$ cat src/rtl/gpio_pin_irq_detect.sv
module gpio_pin_irq_detect #(
  parameter int NPINS = 15,
  parameter int WIDTH = 16
) (
  input  logic             clk,
  input  logic             rst_n,
  input  logic [NPINS-1:0] pin_i,
  input  logic [WIDTH-1:0] data_i,
  input  logic [WIDTH-1:0] cfg_dir,
  input  logic [WIDTH-1:0] cfg_inen,
  input  logic [WIDTH-1:0] cfg_edge,
  input  logic [WIDTH-1:0] cfg_single,
  input  logic [WIDTH-1:0] cfg_polar,
  input  logic [WIDTH-1:0] cfg_mask_a,
  input  logic [WIDTH-1:0] cfg_mask_b,
  output logic [WIDTH-1:0] data_o,
  output logic             irq_a_o,
  output logic             irq_b_o
);

  logic [NPINS-1:0] live;
  logic [NPINS-1:0] evt;

  for (genvar i = 0; i < NPINS; i++) begin : g_pin
    logic old_lvl, new_lvl, hit;
    assign live[i]    = cfg_dir[i] & cfg_inen[i];
    assign old_lvl    = data_i[i];
    assign new_lvl    = live[i] ? pin_i[i] : old_lvl;
    assign data_o[i]  = new_lvl;
    always_comb begin
      if (!cfg_edge[i])
        hit = new_lvl ^ cfg_polar[i];
      else if (!cfg_single[i])
        hit = new_lvl ^ old_lvl;
      else if (cfg_polar[i])
        hit = old_lvl & ~new_lvl;
      else
        hit = ~old_lvl & new_lvl;
    end
    assign evt[i] = live[i] & hit;
  end

  if (WIDTH > NPINS) begin : g_spare
    assign data_o[WIDTH-1:NPINS] = data_i[WIDTH-1:NPINS];
  end

  always_ff @(posedge clk or negedge rst_n) begin
    if (!rst_n) begin
      irq_a_o <= 1'b0;
      irq_b_o <= 1'b0;
    end else begin
      irq_a_o <= |(evt & cfg_mask_a[NPINS-1:0]);
      irq_b_o <= |(evt & cfg_mask_b[NPINS-1:0]);
    end
  end

  assert_irq_a_masked_R6: assert property (@(posedge clk) disable iff (!rst_n)
    irq_a_o |-> $past(|(cfg_mask_a[NPINS-1:0] & cfg_dir[NPINS-1:0] & cfg_inen[NPINS-1:0])));

  assert_irq_b_masked_R6: assert property (@(posedge clk) disable iff (!rst_n)
    irq_b_o |-> $past(|(cfg_mask_b[NPINS-1:0] & cfg_dir[NPINS-1:0] & cfg_inen[NPINS-1:0])));

  assert_disabled_quiet_R2: assert property (@(posedge clk) disable iff (!rst_n)
    ((cfg_dir[NPINS-1:0] & cfg_inen[NPINS-1:0]) == '0) |=> (!irq_a_o && !irq_b_o));

  assert_edge_needs_change_R3: assert property (@(posedge clk) disable iff (!rst_n)
    ((((pin_i ^ data_i[NPINS-1:0]) & cfg_dir[NPINS-1:0] & cfg_inen[NPINS-1:0]) == '0) &&
     ((cfg_dir[NPINS-1:0] & cfg_inen[NPINS-1:0] & ~cfg_edge[NPINS-1:0]) == '0))
    |=> (!irq_a_o && !irq_b_o));

endmodule

$ cat config.mk
export PLATFORM = sky130hd
export DESIGN_NAME = gpio_pin_irq_detect
export DESIGN_NICKNAME = d
export VERILOG_FILES = /design/src/rtl/gpio_pin_irq_detect.sv
export SDC_FILE = /design/constraint.sdc
export NUM_CORES = 1
export LEC_CHECK = 0
export BUFFER_PORTS_ARGS = -buffer_cell sky130_fd_sc_hd__buf_4
export CAP_MARGIN = 5
export CORE_MARGIN = 3
export CORE_UTILIZATION = 30
export DETAILED_ROUTE_END_ITERATION = 8
export PLACE_DENSITY = 0.82
export REMOVE_ABC_BUFFERS = 1
export SLEW_MARGIN = 25
export SYNTH_ARGS = -nofsm -noshare
export SYNTH_HDL_FRONTEND = slang
export SYNTH_SLANG_ARGS = --single-unit
$ cat constraint.sdc
create_clock -name clk -period 0.9 [get_ports clk]
set_input_delay 0.09 -clock clk [delete_from_list [all_inputs] [get_ports clk]]
set_output_delay 0.09 -clock clk [all_outputs]
set_load 0.02 [all_outputs]
==> flow_summary.ini, run 1 <==
[grt]
antenna_found_initial = 0
use_met3 = 0.0680
first_global_vias = 1724
track_usage = 0.205
grtUsageMet2 = 0.434
grt_pass1_wl_mm = 7.02
use_met1 = 0.182
gr-total-overflow = 0
grt_max_degree = 4
busiest_layer = met2

[route]
vias = 1652
routed_via_density = 4.95
avgRoutedWirePerCell_um = 16.7
drt_iter0_markers = 51
firstDrtPassIters = 4
postRouteWirelength_mm = 5.59
drcViolationCount = 0
antenna_left = 0

[timing]
fin_crit_ps = 923
layout_worst_path_cycle_share = 1.03
setup_slack_ps = -23.3
hold_viol = 0
tns_ps = -27.1
setup-violations-final = 2
maxSlewHeadroom = 0.820
drv_slew = 0
rsz0062_at_grt = yes
max_freq_mhz = 1080
worst-slew-pin-transition_ps = 270

[placed_design]
routabilityCongestion = 0.749
hpwl_mm = 4.32
place_area_mm2 = 0.00226
io_buffers = 153
post-place-ws_ps = -311

[power_and_ir_drop]
power.switching_mw = 0.621
power_frac_comb = 0.811
power.density_mw_per_mm2 = 643
clockPowerShare = 0.121
vdd_drop_max_mv = 0.365
switching_share = 0.356
p_seq_frac = 0.067
internal_power_mw = 1.12
finalPower_mw = 1.74
p_leak_nw = 1.36

[finish]
stdcell_area_mm2 = 0.00271
layout_commonest_cell = buf_4
layout_common_cells = 145 x buf_4, 22 x xnor2_2, 19 x buf_6, 11 x a221oi_2, 10 x nand2b_1
fin_nets = 435
antenna_cells = 0
drive_above_1_share = 0.806
area_delta_synth_final_pct = 149
nFillCells = 237

[run_status]
status = complete, but fails checks
violations = negative setup slack

[setup_path]
path_delay_family = simple AND/OR/NAND/NOR gates
path_max_fanout = 3
crit_path_start_kind = input pin
path_cells = buf_4 > xnor2_1 > a221oi_2 > a32oi_1 > and4_1 > nand4_1
critPathBufInv = 1
crit_required_ps = 1000
path_class = in2reg
cp-end-kind = flop
arrival_ps = 1030
slowest_stage = xnor2_1
slowest_delay_ps = 230

[clocking]
clk_pin_slew_ps = 30
h-tree-depth = 1
clk_path_buf_depth = 2
cts.sinks = 2
cts_tree = done
root_buffer = clkbuf_4
numCtsBuffers = 3

[floorplan]
die_x_um = 66.3
io_pins = 163
die_area_mm2 = 0.00439
start_util = 0.319
floorplan.core_area_mm2 = 0.00342
die_h_um = 66.3
rows = 21

[yosys]
yosysWarnings = 0
ys_types = 21
syn_inst = 134
yosysSeqAreaShare = 0.0459
syn_area_mm2 = 0.00109
ys_ff_latch = 2
syn_area_per_cell_um2 = 8.13

[worst_hold_path]
holdPathStages = 3
hold_start = cfg_mask_a[2]
holdPathEnd = irq_a_o
min_path_type = in2reg

[run]
maxCapViolations = 0
synth_stat cells (all sizes together):
| master | number | area (um2) |
|---|---|---|
| a21oi | 6 | 30.0 |
| a221oi | 11 | 146 |
| a22o | 1 | 8.76 |
| a22oi | 3 | 22.5 |
| a31oi | 1 | 6.26 |
| a32o | 1 | 10.0 |
| a32oi | 7 | 61.3 |
| and3 | 1 | 6.26 |
| and4 | 2 | 17.5 |
| buf | 16 | 120 |
| dfrtp | 2 | 50.1 |
| inv | 5 | 18.8 |
| mux2 | 15 | 169 |
| nand2 | 16 | 60.1 |
| nand2b | 10 | 62.6 |
| nand4 | 2 | 12.5 |
| o21ai | 5 | 25.0 |
| xnor2 | 30 | 263 |
power by group through the flow:
stage	Sequential (mW)	Clock, mW	Combinational, mW
after floorplan	0.141	0	0.406
after global placement	0.115	0	1.11
after detailed placement	0.117	0	1.14
after CTS	0.116	0.221	1.24
after global routing	0.118	0.227	1.51
final	0.117	0.212	1.42
stage by stage:
step                      std cells  hold WS, ps   util
after floorplan                 118         -206      -
after global placement          328         -124  0.661
after detailed placement        328         -125  0.661
after CTS                       333         72.8  0.710
after global routing            334         91.0  0.794
final                           334         78.4  0.794
area by class of cell:
class                           count  area (um2)  area share
Tap cell                           46        57.6      0.0212
Inverter                            5        18.8     0.00692
Timing Repair Buffer              167        1340       0.495
Clock buffer                        3        22.5     0.00830
Sequential cell                     2        50.0      0.0185
Multi-Input combinational cell    111        1220       0.450
per-layer routing:
metal	routed length (um)	share of wire
met2	3220	0.58
met4	151	0.027
met1	1650	0.29
met5	0	0
met3	567	0.10
cells by family (layout without fill, tap and decap cells):
| family | after synthesis | count (layout) | share of synthesized area |
|---|---|---|---|
| xor gates and xnor gates | 30 | 30 | 0.241 |
| muxes | 15 | 15 | 0.155 |
| buffers and inverters | 21 | 175 | 0.127 |
| AOI/OAI and AO/OA | 35 | 35 | 0.285 |
| and+or+nand+nor | 31 | 31 | 0.146 |
| DFF | 2 | 2 | 0.0459 |
how the worst max path moves through the flow:
stage	from	endpoint	slack [ps]	cells after the start
3_3_place_gp	pin_i[12]	irq_b_o	-290	6
3_5_place_dp	pin_i[1]	irq_a_o	-310	6
6_report	pin_i[6]	irq_a_o	-20	6
5_1_grt	pin_i[6]	irq_a_o	-90	6
2_1_floorplan	pin_i[4]	irq_b_o	-80	5
4_1_cts	pin_i[4]	irq_b_o	-6	6
registers in the layout, indices dropped and copies added, names as in the netlist:
register	cells
irq_b_o	1
irq_a_o	1
what timing repair did:
action	4_1_cts	5_1_grt
hold endpoints to repair	2	0
setup endpoints to repair	9	11
pin swaps	9	31
resized for setup	29	56
setup buffers	1	1
hold buffers	1	0
Power figures use the tool's default switching activity.
==> run 2: changes to the inputs <==
--- a/config.mk
+++ b/config.mk
@@ -7,10 +7,10 @@
 export LEC_CHECK = 0
 export BUFFER_PORTS_ARGS = -buffer_cell sky130_fd_sc_hd__buf_4
 export CAP_MARGIN = 5
-export CORE_MARGIN = 3
-export CORE_UTILIZATION = 30
+export CORE_AREA = 2 2 64 66
 export DETAILED_ROUTE_END_ITERATION = 8
-export PLACE_DENSITY = 0.82
+export DIE_AREA = 0 0 66 68
+export PLACE_DENSITY = 0.79
 export REMOVE_ABC_BUFFERS = 1
 export SLEW_MARGIN = 25
 export SYNTH_ARGS = -nofsm -noshare
==> constraint.sdc (replaced) <==
create_clock -name clk -period 1.1 [get_ports clk]
set_input_delay 0.11 -clock clk [delete_from_list [all_inputs] [get_ports clk]]
set_output_delay 0.11 -clock clk [all_outputs]
set_load 0.02 [all_outputs]
==> run 2 against run 1 <==
  * The flow now finishes without violations
  * Die area up 2.2%
  * Clock-buffer cell count stayed put
  * Sequential share of layout area is 0.36 points higher
  * Global-route usage is 2.9 points lower
  * Routed wire length shrank 24%
  * Utilization fell by 20 points
  * Total power is 26% lower
  * Worst setup slack better by 140 ps
  * Combinational power down 36%
  * First-iteration DRC count decreased by 35%
  * Hold slack better by 50 ps
  * Sequential power down 20%
  * Highest routed layer unchanged
==> flow_summary.ini, run 2 (synthesis results as in run 1) <==
[grt]
track_usage = 0.176
grt_pass1_wl_mm = 6.27
gr-total-overflow = 0
first_global_vias = 1514
antenna_found_initial = 0
grt_max_degree = 4

[timing]
drv_slew = 0
fin_crit_ps = 980
hold_viol = 0
rsz0062_at_grt = no
layout_worst_path_cycle_share = 0.891
tns_ps = 0
setup-violations-final = 0
whs_ps = 128
worst-slew-pin-transition_ps = 335
max_freq_mhz = 1020
maxSlewHeadroom = 0.777

[clocking]
clk_pin_slew_ps = 30
root_buffer = clkbuf_8
post_cts_buffers = 0
cts_tree = done
h-tree-depth = 1
numCtsBuffers = 3
cts.sinks = 2
clk_path_buf_depth = 2

[finish]
antenna_cells = 0
multi_input_area_um2 = 921
area_delta_synth_final_pct = 109
fin_nets = 425
nFillCells = 380
layout_commonest_cell = buf_4
ff_latch_area_um2 = 50.0
reg.largest.list = irq_a_o: 1 flops, irq_b_o: 1 flops
drive_above_1_share = 0.619
layout_common_cells = 156 x buf_4, 29 x xnor2_1, 16 x nand2_1, 13 x mux2_1

[floorplan]
io_pins = 163
start_util = 0.283
die_area_mm2 = 0.00449
floorplan.core_area_mm2 = 0.00386
rows = 23
die_h_um = 68
die_x_um = 66

[run_status]
status = completed

[route]
postRouteWirelength_mm = 4.25
drcViolationCount = 0
antenna_left = 0
drt_iter0_markers = 33
avgRoutedWirePerCell_um = 13.0
firstDrtPassIters = 4
vias = 1517
routed_via_density = 4.63

[placed_design]
routabilityCongestion = 0.747
hpwl_mm = 4.00
io_buffers = 153

[worst_hold_path]
min_path_type = in2reg
holdPathEnd = irq_a_o
holdPathStages = 3
hold_start = cfg_mask_a[2]

[setup_path]
arrival_ps = 1050
crit_path_start_kind = input pin
crit_required_ps = 1170
cp-end-kind = flop
path_max_fanout = 3
path_class = in2reg

[power_and_ir_drop]
internal_power_mw = 0.882
power_frac_comb = 0.709
power.density_mw_per_mm2 = 566
power.switching_mw = 0.406
switching_share = 0.315
p_seq_frac = 0.073
finalPower_mw = 1.29
clockPowerShare = 0.218
p_leak_nw = 1.09
vdd_drop_max_mv = 0.371

[run]
maxCapViolations = 0
==> run 2: changes by cell type in the layout (fill, tap and decap cells not counted), moves of 6 or more <==
cell and delta:
xnor2_2 -21, buf_6 -19, xnor2_1 +22, mux2_4 -7
buf_4 +11, nand2_2 -6, nand2_1 +11, mux2_1 +6
==> run 2: power by group through the flow <==
| stage | Combinational [mW] | Clock (mW) | Sequential (mW) |
|---|---|---|---|
| after floorplan | 0.332 | 0 | 0.116 |
| after global placement | 0.893 | 0 | 0.0945 |
| after detailed placement | 0.906 | 0 | 0.0949 |
| after CTS | 0.911 | 0.288 | 0.0941 |
| after global routing | 0.990 | 0.303 | 0.0956 |
| final | 0.914 | 0.280 | 0.0941 |
==> run 2: area by class of cell <==
class,instances,share of cell area
Sequential cell,2,0.0220
Timing Repair Buffer,157,0.519
Inverter,5,0.00825
Clock buffer,3,0.0182
Tap cell,50,0.0275
Multi-Input combinational cell,111,0.405
==> run 2: worst max path at each step <==
stage / from / endpoint / slack, ps / cells past startpoint
detailed placement: data_i[2] / irq_b_o / -140 / 6
global placement: pin_i[0] / irq_a_o / -110 / 6
floorplan: pin_i[4] / irq_b_o / 100 / 5
finish: pin_i[12] / irq_b_o / 120 / 6
CTS: data_i[2] / irq_b_o / 70 / 6
global route: pin_i[4] / irq_b_o / 8 / 6
==> run 2: what timing repair did <==
action                                  CTS  global route
gates resized for setup                   0             3
endpoints found under the setup margin    0             2
hold endpoints to repair                  2             0
hold buffers                              1             0
==> run 2: stage by stage <==
step	instances	cell area, um2	utilization	setup WS, ps
floorplan	118	970	-	104
global route	328	2270	0.590	7.53
detailed placement	324	2200	0.571	-144
CTS	328	2250	0.585	71.4
global placement	324	2200	0.571	-107
finish	328	2270	0.590	120
==> run 2: routing by layer <==
| layer | GRT usage | part of all wire | vias up |
|---|---|---|---|
| met5 | 0 | 0 | - |
| met4 | 0.00765 | 0.0042 | 0 |
| met3 | 0.0609 | 0.10 | 2 |
| met2 | 0.360 | 0.56 | 80 |
| met1 | 0.180 | 0.33 | 661 |
| li1 | - | - | 774 |
==> run 2: critical path: stages <==
cell     delay (ps)
buf_4           130
xnor2_1         130
o21ai_0         130
a32oi_1         250
and4_1          230
nand4_1          80
